--- src/rtl/nvc_pkg.sv ---
package nvc_pkg;
  typedef enum logic {
    SEQ_IDLE = 1'b0,
    SEQ_BUSY = 1'b1
  } seq_state_e;
endpackage

--- src/rtl/nvc_dirty_row.sv ---
module nvc_dirty_row #(
  parameter int ROW_BYTES = 8,
  parameter int ADDR_W    = 8,
  parameter int DATA_W    = 8,
  localparam int IDX_W    = $clog2(ROW_BYTES),
  localparam int ROW_W    = ADDR_W - IDX_W
) (
  input  logic                              clk,
  input  logic                              rst_n,
  input  logic                              busy,
  input  logic                              wr_stb,
  input  logic [ADDR_W-1:0]                 wr_addr,
  input  logic [DATA_W-1:0]                 wr_data,
  input  logic                              bus_start,
  input  logic                              bus_stop,
  input  logic                              shadow_en,
  input  logic                              pop_en,
  input  logic [IDX_W-1:0]                  pop_idx,
  output logic [ROW_BYTES-1:0]              mask_q,
  output logic [ROW_W-1:0]                  row_q,
  output logic [ROW_BYTES-1:0][DATA_W-1:0]  bytes_q
);

  logic                 accept;
  logic                 clr_on_start;
  logic                 drop_on_stop;
  logic [IDX_W-1:0]     widx;
  logic [ROW_BYTES-1:0] mask_base;
  logic [ROW_BYTES-1:0] mask_d;
  logic                 row_en;

  // next-state: start clears first, a strobe then sets, a shadow-only stop drops all
  always_comb begin
    accept       = wr_stb & ~busy;
    clr_on_start = bus_start & ~busy;
    drop_on_stop = bus_stop & shadow_en & ~busy;
    widx         = wr_addr[IDX_W-1:0];
    mask_base    = clr_on_start ? '0 : mask_q;
    row_en       = accept & (mask_base == '0);
    mask_d       = mask_base;
    if (accept)       mask_d[widx]    = 1'b1;
    if (drop_on_stop) mask_d          = '0;
    if (pop_en)       mask_d[pop_idx] = 1'b0;
  end

  always_ff @(posedge clk or negedge rst_n) begin
    if (!rst_n) begin
      mask_q <= '0;
    end else begin
      mask_q <= mask_d;
    end
  end

  always_ff @(posedge clk or negedge rst_n) begin
    if (!rst_n) begin
      row_q <= '0;
    end else if (row_en) begin
      row_q <= wr_addr[ADDR_W-1:IDX_W];
    end
  end

  for (genvar gi = 0; gi < ROW_BYTES; gi++) begin : g_byte
    logic byte_en;
    assign byte_en = accept & (widx == IDX_W'(gi));
    always_ff @(posedge clk or negedge rst_n) begin
      if (!rst_n) begin
        bytes_q[gi] <= '0;
      end else if (byte_en) begin
        bytes_q[gi] <= wr_data;
      end
    end
  end

  AST_IGNORE_WHILE_BUSY: assert property (@(posedge clk) disable iff (!rst_n)
    busy |=> ((mask_q & ~$past(mask_q)) == '0));

  AST_SHADOW_DROPS_MASK: assert property (@(posedge clk) disable iff (!rst_n)
    (!busy && bus_stop && shadow_en) |=> (mask_q == '0));

endmodule

--- src/rtl/nvc_commit_seq.sv ---
module nvc_commit_seq
  import nvc_pkg::*;
#(
  parameter int ROW_BYTES    = 8,
  parameter int ADDR_W       = 8,
  parameter int DATA_W       = 8,
  parameter int WRITE_CYCLES = 40,
  localparam int IDX_W       = $clog2(ROW_BYTES),
  localparam int ROW_W       = ADDR_W - IDX_W,
  localparam int TMR_W       = $clog2(WRITE_CYCLES + 1)
) (
  input  logic                              clk,
  input  logic                              rst_n,
  input  logic                              bus_start,
  input  logic                              bus_stop,
  input  logic                              shadow_en,
  input  logic                              wr_stb,
  input  logic [ROW_BYTES-1:0]              mask_q,
  input  logic [ROW_W-1:0]                  row_q,
  input  logic [ROW_BYTES-1:0][DATA_W-1:0]  bytes_q,
  output logic                              busy,
  output logic                              pop_en,
  output logic [IDX_W-1:0]                  pop_idx,
  output logic                              done,
  output logic                              nv_wr_stb,
  output logic [ADDR_W-1:0]                 nv_wr_addr,
  output logic [DATA_W-1:0]                 nv_wr_data,
  output logic                              nv_load_stb
);

  seq_state_e       state_q, state_d;
  logic [TMR_W-1:0] tmr_q, tmr_d;
  logic             go;
  logic             loaded_q;
  logic             load_q;

  function automatic logic [IDX_W-1:0] lowest_set(input logic [ROW_BYTES-1:0] m);
    logic [IDX_W-1:0] r;
    r = '0;
    for (int i = ROW_BYTES - 1; i >= 0; i--) begin
      if (m[i]) r = IDX_W'(i);
    end
    return r;
  endfunction

  initial begin
    AST_WINDOW_FITS_ROW: assert (WRITE_CYCLES > ROW_BYTES);
  end

  // next-state logic
  always_comb begin
    go      = bus_stop & ~bus_start & ~shadow_en & ((mask_q != '0) | wr_stb);
    state_d = state_q;
    tmr_d   = tmr_q;
    done    = 1'b0;
    pop_en  = 1'b0;
    pop_idx = lowest_set(mask_q);
    case (state_q)
      SEQ_IDLE: begin
        if (go) begin
          state_d = SEQ_BUSY;
          tmr_d   = TMR_W'(WRITE_CYCLES - 1);
        end
      end
      SEQ_BUSY: begin
        pop_en = (mask_q != '0);
        if (tmr_q == '0) begin
          state_d = SEQ_IDLE;
          done    = 1'b1;
        end else begin
          tmr_d = tmr_q - 1'b1;
        end
      end
      default: state_d = SEQ_IDLE;
    endcase
  end

  always_ff @(posedge clk or negedge rst_n) begin
    if (!rst_n) begin
      state_q <= SEQ_IDLE;
      tmr_q   <= '0;
    end else begin
      state_q <= state_d;
      tmr_q   <= tmr_d;
    end
  end

  assign busy = (state_q == SEQ_BUSY);

  // store write port, registered
  always_ff @(posedge clk or negedge rst_n) begin
    if (!rst_n) begin
      nv_wr_stb <= 1'b0;
    end else begin
      nv_wr_stb <= pop_en;
    end
  end

  always_ff @(posedge clk or negedge rst_n) begin
    if (!rst_n) begin
      nv_wr_addr <= '0;
      nv_wr_data <= '0;
    end else if (pop_en) begin
      nv_wr_addr <= {row_q, pop_idx};
      nv_wr_data <= bytes_q[pop_idx];
    end
  end

  // one reload request after reset
  always_ff @(posedge clk or negedge rst_n) begin
    if (!rst_n) begin
      loaded_q <= 1'b0;
      load_q   <= 1'b0;
    end else begin
      loaded_q <= 1'b1;
      load_q   <= ~loaded_q;
    end
  end

  assign nv_load_stb = load_q;

  // checker counter for the busy window
  logic [TMR_W:0] chk_run_q;
  always_ff @(posedge clk or negedge rst_n) begin
    if (!rst_n) begin
      chk_run_q <= '0;
    end else if (busy) begin
      chk_run_q <= chk_run_q + 1'b1;
    end else begin
      chk_run_q <= '0;
    end
  end

  AST_BUSY_LENGTH: assert property (@(posedge clk) disable iff (!rst_n)
    $fell(busy) |-> (chk_run_q == (TMR_W + 1)'(WRITE_CYCLES)));

  AST_BUSY_AFTER_STOP: assert property (@(posedge clk) disable iff (!rst_n)
    $rose(busy) |-> $past(bus_stop));

  AST_STORE_ONLY_BUSY: assert property (@(posedge clk) disable iff (!rst_n)
    nv_wr_stb |-> busy);

  AST_SHADOW_NO_COMMIT: assert property (@(posedge clk) disable iff (!rst_n)
    (!busy && bus_stop && shadow_en) |=> !busy);

  AST_EMPTY_NO_COMMIT: assert property (@(posedge clk) disable iff (!rst_n)
    (!busy && bus_stop && !wr_stb && (mask_q == '0)) |=> !busy);

endmodule

--- src/rtl/nvc_wear_counter.sv ---
module nvc_wear_counter #(
  parameter int CNT_W = 16
) (
  input  logic             clk,
  input  logic             rst_n,
  input  logic             done,
  output logic [CNT_W-1:0] commit_count
);

  logic             cnt_en;
  logic [CNT_W-1:0] cnt_d;

  always_comb begin
    cnt_en = done & (commit_count != {CNT_W{1'b1}});
    cnt_d  = commit_count + 1'b1;
  end

  always_ff @(posedge clk or negedge rst_n) begin
    if (!rst_n) begin
      commit_count <= '0;
    end else if (cnt_en) begin
      commit_count <= cnt_d;
    end
  end

  AST_COUNT_STEP: assert property (@(posedge clk) disable iff (!rst_n)
    !$stable(commit_count) |-> (commit_count == CNT_W'($past(commit_count) + 1'b1)));

  AST_COUNT_ON_DONE: assert property (@(posedge clk) disable iff (!rst_n)
    !$stable(commit_count) |-> $past(done));

endmodule

--- src/rtl/nv_commit_ctrl.sv ---
module nv_commit_ctrl #(
  parameter int ROW_BYTES    = 8,
  parameter int ADDR_W       = 8,
  parameter int DATA_W       = 8,
  parameter int WRITE_CYCLES = 40,
  parameter int CNT_W        = 16,
  localparam int IDX_W       = $clog2(ROW_BYTES),
  localparam int ROW_W       = ADDR_W - IDX_W
) (
  input  logic              clk,
  input  logic              rst_n,
  input  logic              wr_stb,
  input  logic [ADDR_W-1:0] wr_addr,
  input  logic [DATA_W-1:0] wr_data,
  input  logic              bus_start,
  input  logic              bus_stop,
  input  logic              shadow_en,
  output logic              busy,
  output logic              nv_wr_stb,
  output logic [ADDR_W-1:0] nv_wr_addr,
  output logic [DATA_W-1:0] nv_wr_data,
  output logic              nv_load_stb,
  output logic [CNT_W-1:0]  commit_count
);

  logic [1:0]                        rst_sync_q;
  logic                              rst_n_i;
  logic [ROW_BYTES-1:0]              mask_q;
  logic [ROW_W-1:0]                  row_q;
  logic [ROW_BYTES-1:0][DATA_W-1:0]  bytes_q;
  logic                              pop_en;
  logic [IDX_W-1:0]                  pop_idx;
  logic                              done;

  // asynchronous assert, synchronous release
  always_ff @(posedge clk or negedge rst_n) begin
    if (!rst_n) begin
      rst_sync_q <= 2'b00;
    end else begin
      rst_sync_q <= {rst_sync_q[0], 1'b1};
    end
  end

  assign rst_n_i = rst_sync_q[1];

  nvc_dirty_row #(
    .ROW_BYTES (ROW_BYTES),
    .ADDR_W    (ADDR_W),
    .DATA_W    (DATA_W)
  ) i_dirty_row (
    .clk       (clk),
    .rst_n     (rst_n_i),
    .busy      (busy),
    .wr_stb    (wr_stb),
    .wr_addr   (wr_addr),
    .wr_data   (wr_data),
    .bus_start (bus_start),
    .bus_stop  (bus_stop),
    .shadow_en (shadow_en),
    .pop_en    (pop_en),
    .pop_idx   (pop_idx),
    .mask_q    (mask_q),
    .row_q     (row_q),
    .bytes_q   (bytes_q)
  );

  nvc_commit_seq #(
    .ROW_BYTES    (ROW_BYTES),
    .ADDR_W       (ADDR_W),
    .DATA_W       (DATA_W),
    .WRITE_CYCLES (WRITE_CYCLES)
  ) i_commit_seq (
    .clk         (clk),
    .rst_n       (rst_n_i),
    .bus_start   (bus_start),
    .bus_stop    (bus_stop),
    .shadow_en   (shadow_en),
    .wr_stb      (wr_stb),
    .mask_q      (mask_q),
    .row_q       (row_q),
    .bytes_q     (bytes_q),
    .busy        (busy),
    .pop_en      (pop_en),
    .pop_idx     (pop_idx),
    .done        (done),
    .nv_wr_stb   (nv_wr_stb),
    .nv_wr_addr  (nv_wr_addr),
    .nv_wr_data  (nv_wr_data),
    .nv_load_stb (nv_load_stb)
  );

  nvc_wear_counter #(
    .CNT_W (CNT_W)
  ) i_wear_counter (
    .clk          (clk),
    .rst_n        (rst_n_i),
    .done         (done),
    .commit_count (commit_count)
  );

  AST_RESET_QUIET: assert property (@(posedge clk) disable iff (!rst_n_i)
    $rose(rst_n_i) |-> (!busy && !nv_wr_stb && (commit_count == '0)));

endmodule

--- config.mk ---
export PLATFORM = sky130hd
export DESIGN_NAME = nv_commit_ctrl
export DESIGN_NICKNAME = d
export VERILOG_FILES = /design/src/rtl/nvc_pkg.sv /design/src/rtl/nvc_dirty_row.sv /design/src/rtl/nvc_commit_seq.sv /design/src/rtl/nvc_wear_counter.sv /design/src/rtl/nv_commit_ctrl.sv
export SDC_FILE = /design/constraint.sdc
export NUM_CORES = 1
export LEC_CHECK = 0
export ABC_CLOCK_PERIOD_IN_PS = 4200
export BUFFER_PORTS_ARGS = -buffer_cell sky130_fd_sc_hd__buf_2
export CORE_UTILIZATION = 50
export DETAILED_ROUTE_END_ITERATION = 6
export PLACE_DENSITY = 0.69
export SETUP_SLACK_MARGIN = 0.02
export SLEW_MARGIN = 20
export SYNTH_ARGS = -nofsm -noshare
export SYNTH_HDL_FRONTEND = slang
export SYNTH_SLANG_ARGS = --single-unit
--- constraint.sdc ---
create_clock -name clk -period 4.2 [get_ports clk]
set_input_delay 0.63 -clock clk [delete_from_list [all_inputs] [get_ports clk]]
set_output_delay 0.63 -clock clk [all_outputs]
set_load 0.02 [all_outputs]
==> flow_metrics.env, run 1 <==
export IMPL_status="completed"
export IMPL_multi_input_area_um2=2360
export IMPL_place_hpwl_um=8430
export IMPL_cp_max_fo=23
export IMPL_path_class="reg -> reg"
export IMPL_ys_warn_count=0
export IMPL_crit_required_ns=4.61
export IMPL_yosys_most_used_dff="dfrtp_1"
export IMPL_wl_um=13200
export IMPL_synth_cell_area_um2=5460
export IMPL_antenna_found_initial=0
export IMPL_drtIter0Drc=325
export IMPL_seqPwrFrac_pct=31.5
export IMPL_synth_top_cell_area_share_pct=55.4
export IMPL_nets=546
export IMPL_htreeDepth=4
export IMPL_initial_utilization_pct=52.2
export IMPL_ys_top_cells_by_area="dfrtp_1 (55%), mux2_2 (14%), nand2_1 (2.5%)"
export IMPL_cp_slowest_stage_delay_ns=0.85
export IMPL_grt_pass1_vias=4036
export IMPL_r2r_cells=4
export IMPL_cp_cell_sequence="nor2b_1 -> nand2_1 -> nor3b_2 -> mux2_2"
export IMPL_synth_area_per_cell_um2=12.0
export IMPL_reg2reg_slack_ns=1.53
export IMPL_num_io_pins=57
export IMPL_detail_route_vias_per_cell=6.16
export IMPL_power_frac_comb_pct=46.6
export IMPL_clk_pin_slew_ns=0.06
export IMPL_n_antenna_cell=0
export IMPL_grt_max_degree=84
export IMPL_period_minus_slack_ns=2.67
export IMPL_drc=0
export IMPL_finalSetupTns_ns=0
export IMPL_hold_path_class="reg -> async"
export IMPL_cp_arrival_ns=3.08
export IMPL_synth_seq_area_share_pct=55.4
export IMPL_setup_viol=0
export IMPL_dp_cells=637
export IMPL_area_growth_pct=19.1
export IMPL_switching_power_mw=2.68
export IMPL_synth_edff_count=0
export IMPL_dieArea_um2=11300
export IMPL_ant_nets=0
export IMPL_synthArstFlopShare_pct=100
export IMPL_yosysUniqueCellTypes=52
export IMPL_synth_cells=455
export IMPL_yosysTopAreaCell="dfrtp_1"
export IMPL_place_gp_congestion=0.833
export IMPL_pwr_density_cell_nw_per_um2=997
export IMPL_wl_per_cell_um=19.7
export IMPL_final_cell_mix="dfrtp_1 (120), mux2_2 (70), buf_2 (56)"
export IMPL_p_int_mw=3.81
export IMPL_track_usage_pct=25.1
export IMPL_grt_remaining_overflow=0
export IMPL_rsz0062_at_grt="no"
export IMPL_period_share_pct=63.7
export IMPL_drv_slew=0
export IMPL_cts_buffers=17
export IMPL_crit_family="simple AND/OR/NAND/NOR gates"
export IMPL_port_buffers=56
export IMPL_hold_buffers=1
export IMPL_die_h_um=107
export IMPL_layout_drive_gt1_share_pct=34.6
export IMPL_layout_cells_non_filler=670
export IMPL_core_um2=10500
export IMPL_worst_hold_slack_ns=0.296
export IMPL_cts_resized=0
export IMPL_cap_viol_max_count=0
export IMPL_pwr_share_clk_pct=21.9
export IMPL_worstSkewPairLatency_ns=0.52
export IMPL_finalHoldViolCount=0
export IMPL_r2r_end="i_dirty_row.bytes_q[26]$_DFFE_PN0P_"
export IMPL_crit_slowest_cell="nor3b_2"
export IMPL_cts_sinks=121
export IMPL_crit_cells=4
export IMPL_rows=37
export IMPL_critPathLaunchType="flop"
export IMPL_grt_pass1_wl_um=21400
export IMPL_post_cts_buffers=0
export IMPL_max_freq_ghz=0.374
export IMPL_end_kind="flop"
export IMPL_netSwitchingFraction_pct=41.3
export IMPL_clock_path_buffers=2
export IMPL_r2r_start="i_commit_seq.busy$_DFF_PN0_"
export IMPL_tightest_slew_ns=0.987
export IMPL_clockRootBuffer="clkbuf_8"
export IMPL_cts_tree="built"
export IMPL_vias=4129
export IMPL_fillers=833
export IMPL_seq_area_um2=3030
export IMPL_drt_pass1_iter_count=5
export IMPL_layout_commonest_cell="dfrtp_1"
export IMPL_crit_buf_inv=0
export IMPL_peakVddDrop_mv=0.503
export IMPL_max_slew_margin_rel_pct=33.9
export IMPL_ys_ff_latch=121
export IMPL_die_width_um=107
export IMPL_leakagePower_nw=2.98
export IMPL_finalClockSkew_ns=0.00744
==> metrics by stage <==
stage / power (mW) / utilization, % / instance area, um^2 / setup slack, ns
after floorplan: 4.12 / - / 5470 / 0.579
after global placement: 4.91 / 56.3 / 5890 / 1.60
after detailed placement: 5.01 / 56.3 / 5890 / 1.56
after CTS: 6.47 / 61.9 / 6480 / 1.56
after global routing: 6.91 / 62.2 / 6510 / 1.47
final: 6.49 / 62.2 / 6510 / 1.53
==> cell type report <==
class / count / area share (%)
timing repair buffer: 62 / 5.34
sequential: 121 / 46.6
multi-input combinational: 316 / 36.3
tap: 136 / 2.61
clock buffer: 24 / 7.54
clock inverter: 7 / 1.38
inverter: 4 / 0.231
==> power by group through the flow <==
stage / Sequential (mW) / Combinational [mW] / Clock (mW)
after floorplan: 2.06 / 2.06 / 0
after CTS: 2.05 / 2.98 / 1.44
after detailed placement: 2.06 / 2.95 / 0
after global placement: 2.04 / 2.87 / 0
after global routing: 2.11 / 3.30 / 1.50
final: 2.04 / 3.02 / 1.42
==> flip-flops by register name (all words and copies together), names as in the netlist <==
signal and flops:
i_commit_seq.tmr_q 6, i_commit_seq.nv_wr_addr 8, rst_sync_q 2, i_dirty_row.bytes_q 64, i_dirty_row.row_q 5, i_commit_seq.busy 1
i_commit_seq.nv_wr_stb 1, i_dirty_row.mask_q 8, i_wear_counter.commit_count 16, i_commit_seq.loaded_q 1, i_commit_seq.nv_load_stb 1, i_commit_seq.nv_wr_data 8
==> kinds of logic (layout without fill, tap and decap cells) <==
family / Yosys count / count (layout) / share of synthesized area, %
flip-flops: 121 / 121 / 55.4
multiplexers: 70 / 70 / 14.4
adder cells (fa/ha/maj): 2 / 2 / 0.458
other: 1 / 2 / 0.0686
AND/OR/NAND/NOR: 127 / 127 / 11.6
AO/OA/AOI/OAI: 98 / 98 / 13.9
buffers and inverters: 19 / 97 / 1.37
XOR/XNOR: 17 / 17 / 2.73
==> cells in the mapped netlist (all sizes together) (3+ instances only) <==
cell type	n
xor2	10
nand2	37
o32ai	3
clkbuf	14
a41oi	4
o221a	8
o31ai	3
o22ai	3
or2	5
nor3	13
inv	4
a211oi	7
dfrtp	121
nor2b	6
o21ai	20
o2bb2ai	6
nor2	30
xnor2	7
o311a	3
nand3b	3
nor4	3
nor3b	3
nand3	12
a221oi	8
nand4	4
a211o	3
a21oi	15
a21o	5
mux2	70
and3	4
==> worst max-delay path by stage <==
| stage | from | end | slack, ns |
|---|---|---|---|
| 6_report | i_commit_seq.busy$_DFF_PN0_ | i_dirty_row.bytes_q[26]$_DFFE_PN0P_ | 1.53 |
| 5_1_grt | i_commit_seq.busy$_DFF_PN0_ | i_dirty_row.bytes_q[26]$_DFFE_PN0P_ | 1.47 |
| 4_1_cts | i_commit_seq.busy$_DFF_PN0_ | i_dirty_row.bytes_q[26]$_DFFE_PN0P_ | 1.56 |
| 3_5_place_dp | i_commit_seq.busy$_DFF_PN0_ | i_dirty_row.bytes_q[26]$_DFFE_PN0P_ | 1.56 |
| 3_3_place_gp | i_commit_seq.busy$_DFF_PN0_ | i_dirty_row.bytes_q[31]$_DFFE_PN0P_ | 1.60 |
| 2_1_floorplan | rst_sync_q[1]$_DFF_PN0_ | i_commit_seq.busy$_DFF_PN0_ | 0.58 |
==> per-layer routing <==
layer | share of wire, % | GRT usage (%) | vias to the layer above
met5 | 0 | 0 | -
met3 | 6.4 | 6.38 | 32
met2 | 47 | 37.7 | 166
met1 | 45 | 34.8 | 2107
li1 | - | - | 1824
met4 | 2.1 | 9.88 | 0
Power figures use the tool's default switching activity.
==> inputs of run 2 (changes only) <==
--- a/config.mk
+++ b/config.mk
@@ -5,7 +5,7 @@
 export SDC_FILE = /design/constraint.sdc
 export NUM_CORES = 1
 export LEC_CHECK = 0
-export ABC_CLOCK_PERIOD_IN_PS = 4200
+export ABC_CLOCK_PERIOD_IN_PS = 2500
 export BUFFER_PORTS_ARGS = -buffer_cell sky130_fd_sc_hd__buf_2
 export CORE_UTILIZATION = 50
 export DETAILED_ROUTE_END_ITERATION = 6
==> constraint.sdc (replaced) <==
create_clock -name clk -period 2.5 [get_ports clk]
set_input_delay 0.375 -clock clk [delete_from_list [all_inputs] [get_ports clk]]
set_output_delay 0.375 -clock clk [all_outputs]
set_load 0.02 [all_outputs]
==> run 2 against run 1 <==
  * Sequential share of layout area is 0.94 points lower
  * Total power rose by 71%
  * Register-to-register slack lost 1.2 ns
  * Clock power grew 75%
  * Global-route usage grew 1.3 points
  * Highest routed layer unchanged
==> flow_metrics.env, run 2 (synthesis results as in run 1) <==
export IMPL_status="completed"
export IMPL_peakVddDrop_mv=0.901
export IMPL_worst_hold_slack_ns=0.0912
export IMPL_place_gp_congestion=0.866
export IMPL_grt_pass1_wl_um=22400
export IMPL_layout_commonest_cell="dfrtp_1"
export IMPL_layout_drive_gt1_share_pct=36.3
export IMPL_hold_buffers=1
export IMPL_crit_required_ns=2.90
export IMPL_path_class="reg -> reg"
export IMPL_setup_viol=0
export IMPL_r2r_cells=4
export IMPL_max_freq_ghz=0.450
export IMPL_end_kind="flop"
export IMPL_rows=37
export IMPL_num_io_pins=57
export IMPL_whs_endpoint="i_dirty_row.row_q[1]$_DFFE_PN0P_"
export IMPL_leakagePower_nw=3.07
export IMPL_pwr_share_clk_pct=22.3
export IMPL_clockRootBuffer="clkbuf_8"
export IMPL_power_frac_comb_pct=47.0
export IMPL_core_um2=10500
export IMPL_area_growth_pct=21.6
export IMPL_die_h_um=107
export IMPL_cp_arrival_ns=2.62
export IMPL_post_cts_buffers=0
export IMPL_cp_max_fo=10
export IMPL_cts_tree="built"
export IMPL_initial_utilization_pct=52.2
export IMPL_critPathLaunchType="flop"
export IMPL_drt_pass1_iter_count=5
export IMPL_finalClockSkew_ns=0.00803
export IMPL_switching_power_mw=4.44
export IMPL_top_regs="i_dirty_row.bytes_q x64, i_wear_counter.commit_count x16"
export IMPL_period_share_pct=88.8
export IMPL_worst_slack_ns=0.280
export IMPL_place_hpwl_um=8880
export IMPL_hold_path_class="in -> reg"
export IMPL_drc=0
export IMPL_track_usage_pct=26.4
export IMPL_top_register="i_dirty_row.bytes_q"
export IMPL_grt_remaining_overflow=0
export IMPL_clk_pin_slew_ns=0.05
export IMPL_vias=4114
export IMPL_cts_sinks=121
export IMPL_hold_start="wr_addr[4]"
export IMPL_seqPwrFrac_pct=30.7
export IMPL_p_int_mw=6.65
export IMPL_r2r_start="i_commit_seq.busy$_DFF_PN0_"
export IMPL_antenna_found_initial=0
export IMPL_dieArea_um2=11300
export IMPL_worstHoldPathCells=2
export IMPL_rsz0062_at_grt="no"
export IMPL_tightest_slew_ns=0.820
export IMPL_htreeDepth=4
export IMPL_cts_resized=0
export IMPL_largest_reg_flops=64
export IMPL_final_cell_mix="dfrtp_1 (120), mux2_2 (70), buf_2 (56)"
export IMPL_max_slew_margin_rel_pct=45.1
export IMPL_detail_route_vias_per_cell=5.99
export IMPL_ant_nets=0
export IMPL_drtIter0Drc=275
export IMPL_cts_buffers=17
export IMPL_period_minus_slack_ns=2.22
export IMPL_clock_path_buffers=2
export IMPL_die_width_um=107
export IMPL_nets=562
export IMPL_wl_um=13300
export IMPL_post_place_ws_ns=0.340
export IMPL_wl_per_cell_um=19.3
export IMPL_pwr_density_cell_nw_per_um2=1670
export IMPL_finalHoldViolCount=0
export IMPL_power_mw=11.1
export IMPL_n_antenna_cell=0
export IMPL_r2r_end="i_dirty_row.bytes_q[52]$_DFFE_PN0P_"
export IMPL_netSwitchingFraction_pct=40.0
export IMPL_cap_viol_max_count=0
export IMPL_reg2reg_slack_ns=0.28
export IMPL_grt_pass1_vias=4302
export IMPL_port_buffers=56
export IMPL_worstSkewPairLatency_ns=0.53
export IMPL_drv_slew=0
export IMPL_finalSetupTns_ns=0
export IMPL_grt_max_degree=49
-- run 2: worst max-delay path by stage --
stage	to	slack [ns]	depth (start not counted)	startpoint
6_report	i_dirty_row.bytes_q[52]$_DFFE_PN0P_	0.28	4	i_commit_seq.busy$_DFF_PN0_
5_1_grt	i_dirty_row.bytes_q[55]$_DFFE_PN0P_	0.17	4	i_commit_seq.busy$_DFF_PN0_
4_1_cts	i_dirty_row.bytes_q[52]$_DFFE_PN0P_	0.31	4	i_commit_seq.busy$_DFF_PN0_
3_5_place_dp	i_dirty_row.bytes_q[49]$_DFFE_PN0P_	0.34	4	i_commit_seq.busy$_DFF_PN0_
3_3_place_gp	i_dirty_row.bytes_q[54]$_DFFE_PN0P_	0.34	4	i_commit_seq.busy$_DFF_PN0_
2_1_floorplan	i_commit_seq.busy$_DFF_PN0_	0.48	0	rst_sync_q[1]$_DFF_PN0_
-- run 2: power groups by stage --
stage	Sequential (mW)	Combinational [mW]	Clock (mW)
after floorplan	3.47	3.46	0
after global placement	3.39	4.94	0
after detailed placement	3.42	5.09	0
after CTS	3.40	5.15	2.51
after global routing	3.52	5.72	2.61
final	3.40	5.21	2.48
-- run 2: critical path: stages, from the launching register on --
cell and delay, ns:
dfrtp_1 0.51, nor2b_1 0.33, nor2b_1 0.28, and3_1 0.57
mux2_2 0.40
-- run 2: layer usage --
metal	GRT usage, %	wire [um]	up-vias
li1	-	-	1860
met1	35.3	5980	2081
met2	39.3	6100	141
met3	7.85	867	32
met4	12.3	343	0
met5	0	0	-
-- run 2: through the flow --
stage	instance area [um^2]	instances	util, %
final	6640	687	63.5
after CTS	6640	687	63.5
after global routing	6640	687	63.5
after detailed placement	6030	654	57.6
after global placement	6030	654	57.6
after floorplan	5470	456	-
-- run 2: cell type report --
class	instances	area [um^2]
sequential	121	3030
inverter	4	15.0
fill	813	3820
timing repair buffer	78	460
tap	136	170
clock buffer	23	457
clock inverter	9	145
multi-input combinational	316	2360
==> inputs of run 3 (changes only) <==
--- a/config.mk
+++ b/config.mk
@@ -5,6 +5,7 @@
 export SDC_FILE = /design/constraint.sdc
 export NUM_CORES = 1
 export LEC_CHECK = 0
+export ABC_AREA = 1
 export ABC_CLOCK_PERIOD_IN_PS = 2500
 export BUFFER_PORTS_ARGS = -buffer_cell sky130_fd_sc_hd__buf_2
 export CORE_UTILIZATION = 50
==> run 3 against run 2 <==
  * Hold slack improved by 0.10 ns
  * Largest cell class unchanged
  * Sequential share of layout area decreased by 0.069 points
  * Combinational power decreased by 43%
==> flow_metrics.env, run 3 <==
export IMPL_status="completed"
export IMPL_fin_util_pct=60.8
export IMPL_cp_cell_sequence="inv_2 -> nand2_1 -> nor2_1 -> o21ai_2 -> nor2_2 -> nand2_1 -> o21ai_1 -> a21oi_1"
export IMPL_core_um2=10900
export IMPL_clockRootBuffer="clkbuf_16"
export IMPL_leakagePower_nw=3.31
export IMPL_synth_seq_area_share_pct=53.3
export IMPL_final_cell_mix="nand2_1 (166), dfrtp_1 (120), inv_1 (61)"
export IMPL_pwr_density_cell_nw_per_um2=1320
export IMPL_detail_route_vias_per_cell=5.21
export IMPL_cap_viol_max_count=0
export IMPL_cts_resized=0
export IMPL_max_freq_ghz=0.466
export IMPL_r2r_start="i_dirty_row.mask_q[5]$_DFF_PN0_"
export IMPL_design_area_um2=6650
export IMPL_cp_max_fo=11
export IMPL_port_buffers=56
export IMPL_finalSetupTns_ns=0
export IMPL_nets=730
export IMPL_cts_tree="built"
export IMPL_period_minus_slack_ns=2.15
export IMPL_synth_top_cell_area_share_pct=53.3
export IMPL_area_growth_pct=17.2
export IMPL_hold_path_class="reg -> async"
export IMPL_synth_cell_area_um2=5680
export IMPL_yosysUniqueCellTypes=39
export IMPL_power_mw=8.78
export IMPL_muxShareOfSynthArea_pct=0
export IMPL_initial_utilization_pct=51.9
export IMPL_synthXorXnorAreaFrac_pct=2.31
export IMPL_synth_simple_area_share_pct=26.7
export IMPL_synthArstFlopShare_pct=100
export IMPL_ys_top_cells_by_area="dfrtp_1 (53%), nand2_1 (11%), o21ai_0 (4.8%)"
export IMPL_ys_warn_count=0
export IMPL_layout_commonest_cell="nand2_1"
export IMPL_seqPwrFrac_pct=37.3
export IMPL_synth_cells=648
export IMPL_synth_area_per_cell_um2=8.76
export IMPL_cp_arrival_ns=2.42
export IMPL_setup_viol=0
export IMPL_max_slew_margin_rel_pct=41.7
export IMPL_r2r_cells=8
export IMPL_finalHoldViolCount=0
export IMPL_synth_top_family_by_area="simple AND/OR/NAND/NOR gates"
export IMPL_yosys_top_cells_count="nand2_1 (166), dfrtp_1 (121), inv_1 (61)"
export IMPL_drt_pass1_iter_count=5
export IMPL_grt_remaining_overflow=0
export IMPL_ys_ff_latch=121
export IMPL_place_hpwl_um=8630
export IMPL_synthAdderAreaFrac_pct=0.441
export IMPL_antenna_found_initial=0
export IMPL_dieArea_um2=11800
export IMPL_n_antenna_cell=0
export IMPL_post_synth_top_count_cell="nand2_1"
export IMPL_synth_compound_area_share_pct=9.83
export IMPL_rows=38
export IMPL_synth_edff_count=0
export IMPL_grt_pass1_vias=4374
export IMPL_grt_max_degree=104
export IMPL_top_register="i_dirty_row.bytes_q"
export IMPL_die_width_um=109
export IMPL_end_kind="flop"
export IMPL_critPathLaunchType="flop"
export IMPL_r2r_end="i_dirty_row.mask_q[6]$_DFF_PN0_"
export IMPL_crit_slowest_cell="nor2_1"
export IMPL_cp_slowest_stage_delay_ns=0.66
export IMPL_place_gp_congestion=0.888
export IMPL_drc=0
export IMPL_cts_sinks=121
export IMPL_switching_power_mw=3.35
export IMPL_largest_reg_flops=64
export IMPL_path_class="reg -> reg"
export IMPL_finalClockSkew_ns=0.00632
export IMPL_top_regs="i_dirty_row.bytes_q x64, i_wear_counter.commit_count x16"
export IMPL_worst_hold_slack_ns=0.193
export IMPL_grt_pass1_wl_um=21800
export IMPL_tightest_slew_ns=0.872
export IMPL_period_share_pct=85.9
export IMPL_yosysTopAreaCell="dfrtp_1"
export IMPL_wl_um=13000
export IMPL_num_io_pins=57
export IMPL_power_frac_comb_pct=33.7
export IMPL_yosys_most_used_dff="dfrtp_1"
export IMPL_ant_nets=0
export IMPL_pwr_share_clk_pct=29.0
export IMPL_drtIter0Drc=391
export IMPL_vias=4476
export IMPL_crit_path_frequent_cell="nand2_1"
export IMPL_die_h_um=109
export IMPL_p_int_mw=5.43
export IMPL_worstSkewPairLatency_ns=0.42
export IMPL_rsz0062_at_grt="no"
export IMPL_track_usage_pct=24.7
export IMPL_crit_required_ns=2.77
export IMPL_cts_buffers=17
export IMPL_peakVddDrop_mv=0.674
export IMPL_wl_per_cell_um=15.1
export IMPL_drv_slew=0
export IMPL_netSwitchingFraction_pct=38.1
export IMPL_htreeDepth=4
export IMPL_place_area_um2=6020
export IMPL_reg2reg_slack_ns=0.35
export IMPL_layout_drive_gt1_share_pct=19.6
export IMPL_clk_pin_slew_ns=0.05
export IMPL_clock_path_buffers=2
run 3: changes by cell type after synthesis, moves of 9 or more:
cell and delta:
buf_2 +12, o21ai_0 +38, clkbuf_1 -13, nand3_1 +35
nand2_1 +129, nor2_1 +10, nand2_2 +10, nand4_1 +10
mux2_2 -70, nor3_1 -9, inv_1 +58, a21oi_1 +9
o21ai_1 +15
run 3: timing repair:
| action | in CTS | in global routing |
|---|---|---|
| setup buffers | 0 | 0 |
| hold endpoints to repair | 2 | 0 |
| setup endpoints to repair | 0 | 0 |
| hold buffers | 1 | 0 |
run 3: layout make-up:
| type | instances | area, um^2 |
|---|---|---|
| Inverter | 70 | 265 |
| Timing Repair Buffer | 59 | 318 |
| Clock buffer | 22 | 484 |
| Multi-Input combinational cell | 437 | 2240 |
| Tap cell | 140 | 175 |
| Sequential cell | 121 | 3030 |
| Clock inverter | 10 | 141 |
| Fill cell | 980 | 4280 |
run 3: cell families after synthesis:
| group | after synthesis |
|---|---|
| flip-flops | 121 |
| adder cells (fa/ha/maj) | 2 |
| XOR/XNOR | 15 |
| other | 1 |
| AO/OA/AOI/OAI | 106 |
| AND/OR/NAND/NOR | 312 |
| buffers and inverters | 91 |
run 3: power by group through the flow:
stage	Sequential (mW)	Combinational [mW]	Clock, mW
2_1_floorplan	3.36	2.18	0
3_3_place_gp	3.26	2.89	0
3_5_place_dp	3.29	2.95	0
4_1_cts	3.27	2.97	2.59
5_1_grt	3.36	3.36	2.67
6_report	3.27	2.95	2.55
run 3: through the flow:
step | setup WS [ns] | instances
final | 0.353 | 859
after global routing | 0.200 | 859
after CTS | 0.398 | 859
after detailed placement | 0.416 | 826
after global placement | 0.392 | 826
after floorplan | 0.481 | 649
run 3: how the worst max path moves through the flow:
stage,start,endpoint,depth (start not counted)
after detailed placement,i_dirty_row.mask_q[5]$_DFF_PN0_,i_dirty_row.mask_q[7]$_DFF_PN0_,8
after floorplan,rst_sync_q[1]$_DFF_PN0_,i_commit_seq.busy$_DFF_PN0_,0
after CTS,i_dirty_row.mask_q[5]$_DFF_PN0_,i_dirty_row.mask_q[6]$_DFF_PN0_,8
after global routing,i_commit_seq.busy$_DFF_PN0_,i_commit_seq.nv_wr_data[6]$_DFFE_PN0P_,7
after global placement,i_commit_seq.busy$_DFF_PN0_,i_commit_seq.nv_wr_data[6]$_DFFE_PN0P_,7
final,i_dirty_row.mask_q[5]$_DFF_PN0_,i_dirty_row.mask_q[6]$_DFF_PN0_,8
run 3: worst max-delay path, delay by kind of cell (launching register included):
family          cells  cell delay [ns]
buf+inv             1             0.08
simple gates        4             1.16
flops               1             0.41
compound gates      3             0.35
run 3: routing by layer:
metal,share of wire (%),up-vias,track usage [%]
met5,0,-,0
met4,1.0,0,8.40
met3,5.9,12,7.05
met2,48,127,37.6
met1,45,2138,33.9
li1,-,2199,-
